<file path="src/rtl/tmr_pkg.sv">
package tmr_pkg;

  // Register slot within the four-byte window; order is decoded by software.
  typedef enum logic [1:0] {
    SLOT_DIV = 2'd0,
    SLOT_CNT = 2'd1,
    SLOT_MOD = 2'd2,
    SLOT_CTL = 2'd3
  } slot_e;

  localparam int NUM_TAPS = 4;

  // Divider bit watched for each tap code.
  function automatic int tap_index(input logic [1:0] code);
    case (code)
      2'b00:   return 9;
      2'b01:   return 3;
      2'b10:   return 5;
      default: return 7;
    endcase
  endfunction

endpackage

</file>
<file path="src/rtl/tmr_divider.sv">
module tmr_divider #(
  parameter int DIV_W = 16
) (
  input  logic             clk,
  input  logic             rst,
  input  logic             clr,
  output logic [DIV_W-1:0] div_q
);

  always_ff @(posedge clk) begin
    if (rst || clr) div_q <= '0;
    else            div_q <= div_q + 1'b1;
  end

endmodule

</file>
<file path="src/rtl/tmr_tap_edge.sv">
module tmr_tap_edge #(
  parameter int NUM_TAPS = 4,
  parameter int SEL_W    = 2
) (
  input  logic                clk,
  input  logic                rst,
  input  logic [NUM_TAPS-1:0] tap_now,
  input  logic [SEL_W-1:0]    tap_sel,
  input  logic                enable,
  output logic                step
);

  logic [NUM_TAPS-1:0] tap_prev_q;
  logic [NUM_TAPS-1:0] fall;

  // History is kept per tap, so changing the selection cannot fake an edge.
  always_ff @(posedge clk) begin
    if (rst) tap_prev_q <= '0;
    else     tap_prev_q <= tap_now;
  end

  assign fall = tap_prev_q & ~tap_now;
  assign step = enable & fall[tap_sel];

endmodule

</file>
<file path="src/rtl/tmr_count_unit.sv">
module tmr_count_unit #(
  parameter int CNT_W = 8,
  parameter int HOLD  = 4,
  localparam int PW   = $clog2(HOLD + 1)
) (
  input  logic             clk,
  input  logic             rst,
  input  logic             step,
  input  logic             wr_cnt,
  input  logic             wr_mod,
  input  logic [CNT_W-1:0] wdata,
  output logic [CNT_W-1:0] cnt_q,
  output logic [CNT_W-1:0] mod_q,
  output logic [PW-1:0]    pend_q,
  output logic             irq_q
);

  logic [CNT_W-1:0] reload_val;

  // A modulo write on the reload edge is forwarded.
  assign reload_val = wr_mod ? wdata : mod_q;

  always_ff @(posedge clk) begin
    if (rst) begin
      cnt_q  <= '0;
      mod_q  <= '0;
      pend_q <= '0;
      irq_q  <= 1'b0;
    end else begin
      irq_q <= 1'b0;
      if (wr_mod) mod_q <= wdata;
      if (wr_cnt) begin
        cnt_q  <= wdata;
        pend_q <= '0;
      end else if (pend_q != '0) begin
        if (pend_q == PW'(1)) begin
          cnt_q <= reload_val;
          irq_q <= 1'b1;
        end
        pend_q <= pend_q - 1'b1;
      end else if (step) begin
        if (cnt_q == '1) begin
          cnt_q  <= '0;
          pend_q <= PW'(HOLD);
        end else begin
          cnt_q <= cnt_q + 1'b1;
        end
      end
    end
  end

endmodule

</file>
<file path="src/rtl/prog_div_timer.sv">
module prog_div_timer #(
  parameter int              ADDR_W = 8,
  parameter int              DATA_W = 8,
  parameter logic [ADDR_W-1:0] BASE = 8'h04,
  parameter int              DIV_W  = 16,
  parameter int              CTL_W  = 3,
  parameter int              HOLD   = 4,
  localparam int             PW     = $clog2(HOLD + 1),
  localparam int             SEL_W  = 2
) (
  input  logic              clk,
  input  logic              rst,
  input  logic [ADDR_W-1:0] bus_addr,
  input  logic              bus_wr,
  input  logic [DATA_W-1:0] bus_wdata,
  output logic [DATA_W-1:0] bus_rdata,
  output logic              irq_req
);
  import tmr_pkg::*;

  logic [ADDR_W-1:0]   rel;
  logic                in_win;
  slot_e               slot;
  logic                wr_div, wr_cnt, wr_mod, wr_ctl, hit_ctl;
  logic [DIV_W-1:0]    div_q;
  logic [NUM_TAPS-1:0] tap_now;
  logic [CTL_W-1:0]    ctl_q;
  logic                step;
  logic [DATA_W-1:0]   cnt_q, mod_q;
  logic [PW-1:0]       pend_q;
  logic [DATA_W-1:0]   rd_mux;

  assign rel    = bus_addr - BASE;
  assign in_win = (bus_addr >= BASE) && (rel < ADDR_W'(NUM_TAPS));
  assign slot   = slot_e'(rel[1:0]);

  assign wr_div  = bus_wr && in_win && (slot == SLOT_DIV);
  assign wr_cnt  = bus_wr && in_win && (slot == SLOT_CNT);
  assign wr_mod  = bus_wr && in_win && (slot == SLOT_MOD);
  assign wr_ctl  = bus_wr && in_win && (slot == SLOT_CTL);
  assign hit_ctl = in_win && (slot == SLOT_CTL);

  tmr_divider #(.DIV_W(DIV_W)) u_div (
    .clk   (clk),
    .rst   (rst),
    .clr   (wr_div),
    .div_q (div_q)
  );

  for (genvar g = 0; g < NUM_TAPS; g++) begin : g_tap
    localparam int TI = tap_index(2'(g));
    assign tap_now[g] = div_q[TI];
  end

  always_ff @(posedge clk) begin
    if (rst)         ctl_q <= '0;
    else if (wr_ctl) ctl_q <= bus_wdata[CTL_W-1:0];
  end

  tmr_tap_edge #(.NUM_TAPS(NUM_TAPS), .SEL_W(SEL_W)) u_edge (
    .clk     (clk),
    .rst     (rst),
    .tap_now (tap_now),
    .tap_sel (ctl_q[SEL_W-1:0]),
    .enable  (ctl_q[CTL_W-1]),
    .step    (step)
  );

  tmr_count_unit #(.CNT_W(DATA_W), .HOLD(HOLD)) u_cnt (
    .clk    (clk),
    .rst    (rst),
    .step   (step),
    .wr_cnt (wr_cnt),
    .wr_mod (wr_mod),
    .wdata  (bus_wdata),
    .cnt_q  (cnt_q),
    .mod_q  (mod_q),
    .pend_q (pend_q),
    .irq_q  (irq_req)
  );

  always_comb begin
    rd_mux = '1;
    if (in_win) begin
      case (slot)
        SLOT_DIV: rd_mux = div_q[DIV_W-1 -: DATA_W];
        SLOT_CNT: rd_mux = cnt_q;
        SLOT_MOD: rd_mux = mod_q;
        default:  rd_mux = {{(DATA_W-CTL_W){1'b1}}, ctl_q};
      endcase
    end
  end

  always_ff @(posedge clk) begin
    if (rst) bus_rdata <= '0;
    else     bus_rdata <= rd_mux;
  end

endmodule

</file>
<file path="config.mk">
export PLATFORM = sky130hd
export DESIGN_NAME = prog_div_timer
export DESIGN_NICKNAME = d
export VERILOG_FILES = /design/src/rtl/tmr_pkg.sv /design/src/rtl/tmr_divider.sv /design/src/rtl/tmr_tap_edge.sv /design/src/rtl/tmr_count_unit.sv /design/src/rtl/prog_div_timer.sv
export SDC_FILE = /design/constraint.sdc
export NUM_CORES = 1
export LEC_CHECK = 0
export BUFFER_PORTS_ARGS = -buffer_cell sky130_fd_sc_hd__buf_2
export CAP_MARGIN = 10
export CORE_ASPECT_RATIO = 0.5
export CORE_UTILIZATION = 52
export CTS_BUF_LIST = sky130_fd_sc_hd__clkbuf_16
export CTS_CLUSTER_DIAMETER = 50
export DETAILED_ROUTE_END_ITERATION = 12
export PLACE_DENSITY = 0.75
export SETUP_SLACK_MARGIN = 0.15
export SKIP_CTS_REPAIR_TIMING = 1
export SLEW_MARGIN = 15
export SYNTH_ARGS = -nofsm -noshare
export SYNTH_HDL_FRONTEND = slang
export SYNTH_SLANG_ARGS = --single-unit
</file>
<file path="constraint.sdc">
create_clock -name clk -period 2.45 [get_ports clk]
set_input_delay 0.49 -clock clk [delete_from_list [all_inputs] [get_ports clk]]
set_output_delay 0.49 -clock clk [all_outputs]
set_load 0.02 [all_outputs]
</file>
### After elaboration in Yosys (flattened, before gate mapping)

Cells that the tools add are included.

* bits in registers: 51
* input port bits: 19
* output and inout port bits: 9
* logic and storage cells: 55

* add/subtract/negate cells: 4
* order comparisons: 3
* equal/unequal tests: 6
* mux-type cells: 14
* bitwise operators: 4
* reductions and logical operators: 16

Operators with widths (number)
* $mux 8: 7
* $pmux 8 s3: 1
* $add 16x1->16 const B: 1
* $mux 3: 3
* $add 8x1->8 const B: 1
* $eq 8x8->1 const B: 1
* $ge 8x3->1 const B: 1
* $lt 8x3->1 const B: 1
* $sub 8x3->8 const B: 1
* $logic_and 1x1->1: 6
* $reduce_bool 3->1: 2
* $and 4x4->4: 1
* $eq 2x2->1 const B: 2
* $not 4->4: 1
* $reduce_and 2->1: 2
* $reduce_bool 2->1: 2
* $eq 3x1->1 const B: 1
* $lt 2x3->1 const B: 1
* $ne 3x2->1 const B: 1
* $reduce_or 3->1: 1
* $sub 3x1->3 const B: 1
* $bmux 1 s2: 1
* $eq 2x1->1 const B: 1
* $logic_not 2->1: 1
* 5 further kinds: 6

### Depth between registers and ports, before layout

* depth in word-level cells: 9
* mapped depth: 7

### By module

From an unflattened synthesis, not the netlist that was laid out.

* cells, all modules: 283
* area total of the unflattened synthesis: 2576.2 µm²

By module, submodules not included
* tmr_count_unit: instances 1, cells an instance 127, area each 1081.0 µm²
* tmr_divider: instances 1, cells an instance 81, area each 720.7 µm²
* prog_div_timer: instances 1, cells an instance 59, area each 621.8 µm²
* tmr_tap_edge: instances 1, cells an instance 16, area each 152.6 µm²

### Least setup slack after synthesis

OpenSTA, ideal clock, no wires.

* path kind: input to register
* start: input bus_addr[3]
* end: register u_cnt.cnt_q[1]
* setup time: 137 ps
* arrival time: 2166 ps
* required time: 2313 ps
* path slack: 147 ps
* cell stages on the path: 6
* path buffers: 1
* path through: or4b_4 -> or4_4 -> buf_6 -> mux2_4 -> o211ai_2 -> a31oi_1

* word-level cells in the longest chain between the ends: 9
* elaborated cells on any way between the ends: 14
* classes of those cells: add/sub: 1; order compare: 2; eq/ne: 1; mux: 4; reduce/logical: 6

RTL lines
* start, declared: line prog_div_timer.sv:13 `input logic [ADDR_W-1:0] bus_addr,`
* $sub 8x3->8: line prog_div_timer.sv:33 `assign rel = bus_addr - BASE;`
* $lt 8x3->1: line prog_div_timer.sv:34 `assign in_win = (bus_addr >= BASE) && (rel < ADDR_W'(NUM_TAPS));`
* $logic_and 1x1->1 *: line prog_div_timer.sv:34
* $logic_and 1x1->1 *: line prog_div_timer.sv:38, prog_div_timer.sv:39
* $logic_and 1x1->1: line prog_div_timer.sv:39 `assign wr_mod = bus_wr && in_win && (slot == SLOT_MOD);`
* $mux 8
* $mux 8: line tmr_count_unit.sv:36 `if (pend_q == PW'(1)) begin`
* $mux 8: line tmr_count_unit.sv:35 `end else if (pend_q != '0) begin`
* $mux 8: line tmr_count_unit.sv:32 `if (wr_cnt) begin`
* end signal, assigned: line tmr_count_unit.sv:33 `cnt_q <= wdata;`
* end signal, assigned: line tmr_count_unit.sv:37 `cnt_q <= reload_val;`
* end signal, assigned: line tmr_count_unit.sv:46 `cnt_q <= cnt_q + 1'b1;`
* end, declared: line tmr_count_unit.sv:12 `output logic [CNT_W-1:0] cnt_q,`

Every way passes the cells marked *; elsewhere a longest branch is shown, timed or not. The select of a mux whose other input is x is not followed.
A chain may end at the register's enable or synchronous reset.

### Worst setup path in the final report

* start: input bus_addr[3]
* end: register u_cnt.cnt_q[6]

The elaborated chain is that of the path after synthesis.

==> impl_metrics.yaml <==
floorplanning:
  initial_core_util: 0.555
  die_w_microns: 100
  die-area_sq_um: 5110
  die_h_microns: 51.1
  core-area_sq_um: 4510
  rows: 17
  ioPinCount: 28
min_path:
  hold_start: "u_div.div_q[0]"
  min_delay_worst_endpoint: "u_div.div_q[0]"
  hold_class: "register to register"
  min_delay_path_depth: 1
synthesis:
  synth_area_sq_um: 2500
  ys_warn_count: 0
  yosys.area_share.xor_xnor: 0.0560
  synth_mux_area_frac: 0.108
  postSynth.asyncResetShare: 0
  yosysMostFrequentCell: "dfxtp_1"
  netlist.area_leader.share: 0.408
  synth_compound_gate_area_share: 0.155
  synth_cell_types: 51
  synth_fa_ha_area_frac: 0.0150
  synth-edff-count: 0
  synth_top_family_by_area: "simple AND/OR/NAND/NOR gates"
  avgSynthCellArea_sq_um: 9.38
  syn_inst: 267
  ys_top_cells_by_count: "dfxtp_1, nor2_1, nand2_1"
  ys_seq_area_frac: 0.408
  netlist_top_cells_area: "dfxtp_1, nor2_1, xnor2_1"
  synth_nets: 289
  ys.flop_type: "dfxtp_1"
  ys_ff_latch: 51
  synth_simple_gate_area_frac: 0.215
  yosysTopAreaCell: "dfxtp_1"
setup_path:
  reg2reg_depth: 6
  cp-start-kind: "input pin"
  arrival_ns: 2.47
  cp_max_fo: 8
  crit_path_end_kind: "register"
  cpMaxStageDelayCell: "or4_4"
  path_cells: "buf_2 > or4b_4 > or4_4 > mux2i_1 > a211o_1 > a31oi_1"
  slowest_delay_ns: 0.62
  cp.required_ns: 2.65
  reg2reg_setup_slack_ns: 0.29
  reg2reg_from: "u_div.div_q[9]"
  worstReg2RegEnd: "u_cnt.cnt_q[6]"
  path_class: "input pin to register"
drt:
  drt-wirelength-per-cell_microns: 15.8
  postRouteAntennaNets: 0
  vias: 2125
  wirelength_microns: 5790
  drtIter0Drc: 148
  viasPerCell: 5.79
  dr.pass1.iters: 4
  drcViolationCount: 0
finish:
  area_growth_syn_to_layout_pct: 17.6
  diodes: 0
  drive_above_1_share: 0.239
  final_nets: 322
  final_core_util: 0.653
  final_cell_area_sq_um: 2950
timing:
  setup_slack_ns: 0.188
  period_minus_slack_ns: 2.26
  period_share: 0.923
  skew_ns: 0.00731
  slew_headroom: 0.653
  hold_violations: 0
  fin_tns_setup_ns: 0
  rsz0062_at_grt: "no"
  setup_viol: 0
  tightest_slew_ns: 0.521
  drv_slew: 0
  fmax_mhz: 442
grt:
  grt_pass1_vias: 1992
  grtUsageTotal: 0.246
  grt_pass1_wl_microns: 9520
  grt_max_degree: 24
  antenna_found_initial: 0
  gr-total-overflow: 0
placed_design:
  dp_hpwl_microns: 4100
  post-place-ws_ns: -0.0197
  portBuffers: 27
  place_area_sq_um: 2750
  place_congestion: 0.834
cts:
  clk_pin_slew_ns: 0.07
  tritoncts: "yes"
  root_buffer: "clkbuf_16"
  cts.sinks: 51
  cts_max_path_buffers: 2
  numCtsBuffers: 5
  h-tree-depth: 2
  insertion_delay_ns: 0.29
power_and_ir_drop:
  vdd_drop_max_uv: 450
  powerDensity_nw_per_um2: 836
  p_leak_nw: 1.18
  finalPower_w: 0.00246
flow_run:
  max_cap_viol_count: 0
status:
  outcome: "finished clean"
-- per-stage QoR --
stage / std cells / hold slack, ns
after floorplan: 267 / 0.418
after global placement: 359 / 0.428
after detailed placement: 359 / 0.439
after CTS: 367 / 0.448
after global routing: 367 / 0.478
final: 367 / 0.442
-- cells in the final DEF, fill, tap and decap left out, types with 3 or more instances in the layout --
cell / synthesis / final
and4_1: 3 / 3
and3_1: 3 / 3
xnor2_1: 13 / 13
o22ai_1: 5 / 5
ha_1: 3 / 3
nor2_1: 35 / 35
a31oi_1: 5 / 5
buf_4: 0 / 10
dfxtp_1: 51 / 51
nor3_1: 6 / 6
mux2_2: 5 / 5
nand4_1: 4 / 4
mux4_2: 4 / 4
nor2b_1: 8 / 8
mux2i_1: 8 / 8
inv_1: 11 / 11
a21oi_1: 8 / 8
nand2_1: 15 / 15
xor2_1: 3 / 3
or3_1: 3 / 3
nand3_1: 11 / 11
mux2_4: 3 / 3
buf_2: 2 / 27
o211ai_2: 3 / 3
and2_2: 3 / 3
clkbuf_16: 0 / 5
nand2b_1: 3 / 3
o32ai_1: 3 / 3
o21ai_0: 8 / 8
o211ai_1: 4 / 4
-- per-layer routing --
layer  GRT usage  part of all wire  wire [microns]
met3      0.0917             0.091             525
met2       0.409              0.47            2710
met4      0.0700             0.012              72
met5           0                 0               0
met1       0.302              0.43            2490
-- how the worst max path moves through the flow --
stage                start  depth (start not counted)        endpoint  slack (ns)
2_1_floorplan  bus_addr[3]                          6  u_cnt.cnt_q[1]        0.15
3_3_place_gp   bus_addr[3]                          6  u_cnt.cnt_q[5]        0.04
3_5_place_dp   bus_addr[3]                          6  u_cnt.cnt_q[7]       -0.02
4_1_cts        bus_addr[3]                          6  u_cnt.cnt_q[6]        0.21
5_1_grt        bus_addr[3]                          6  u_cnt.cnt_q[6]        0.17
6_report       bus_addr[3]                          6  u_cnt.cnt_q[6]        0.19
-- final cells by class --
| type | count | area, sq um |
|---|---|---|
| clock buffers | 5 | 125 |
| clock inverters | 3 | 67.6 |
| fillers | 380 | 1560 |
| inverters | 11 | 41.3 |
| multi-input cells | 193 | 1380 |
| flip-flops and latches | 51 | 1020 |
| well taps | 66 | 82.6 |
| repair buffers | 38 | 230 |
-- report_power, final --
group	switching (W)	leakage [nW]	internal [W]
clock	0.000310	0.0900	0.000585
sequential	0.0000794	0.415	0.000891
combinational	0.000328	0.672	0.000270
total	0.000718	1.18	0.00175
-- critical path: cells and delay by family --
| kind | cells | cell delay [ns] |
|---|---|---|
| AOI/OAI and AO/OA | 2 | 0.53 |
| and+or+nand+nor | 2 | 1.17 |
| buffers and inverters | 1 | 0.10 |
| muxes | 1 | 0.18 |
-- state kept, by name, summed over array words and instances, names as in the netlist --
register	cells
u_cnt.pend_q	3
ctl_q	3
bus_rdata	8
u_cnt.cnt_q	8
u_edge.tap_prev_q	4
u_cnt.irq_q	1
u_cnt.mod_q	8
u_div.div_q	16
-- kinds of logic after synthesis --
logic type,count (synthesis)
multiplexers,20
XOR/XNOR,16
AND/OR/NAND/NOR,103
buffers and inverters,23
flip-flops,51
AO/OA/AOI/OAI,51
adder cells (fa/ha/maj),3
Note: power is estimated with default switching activity, not from simulation.
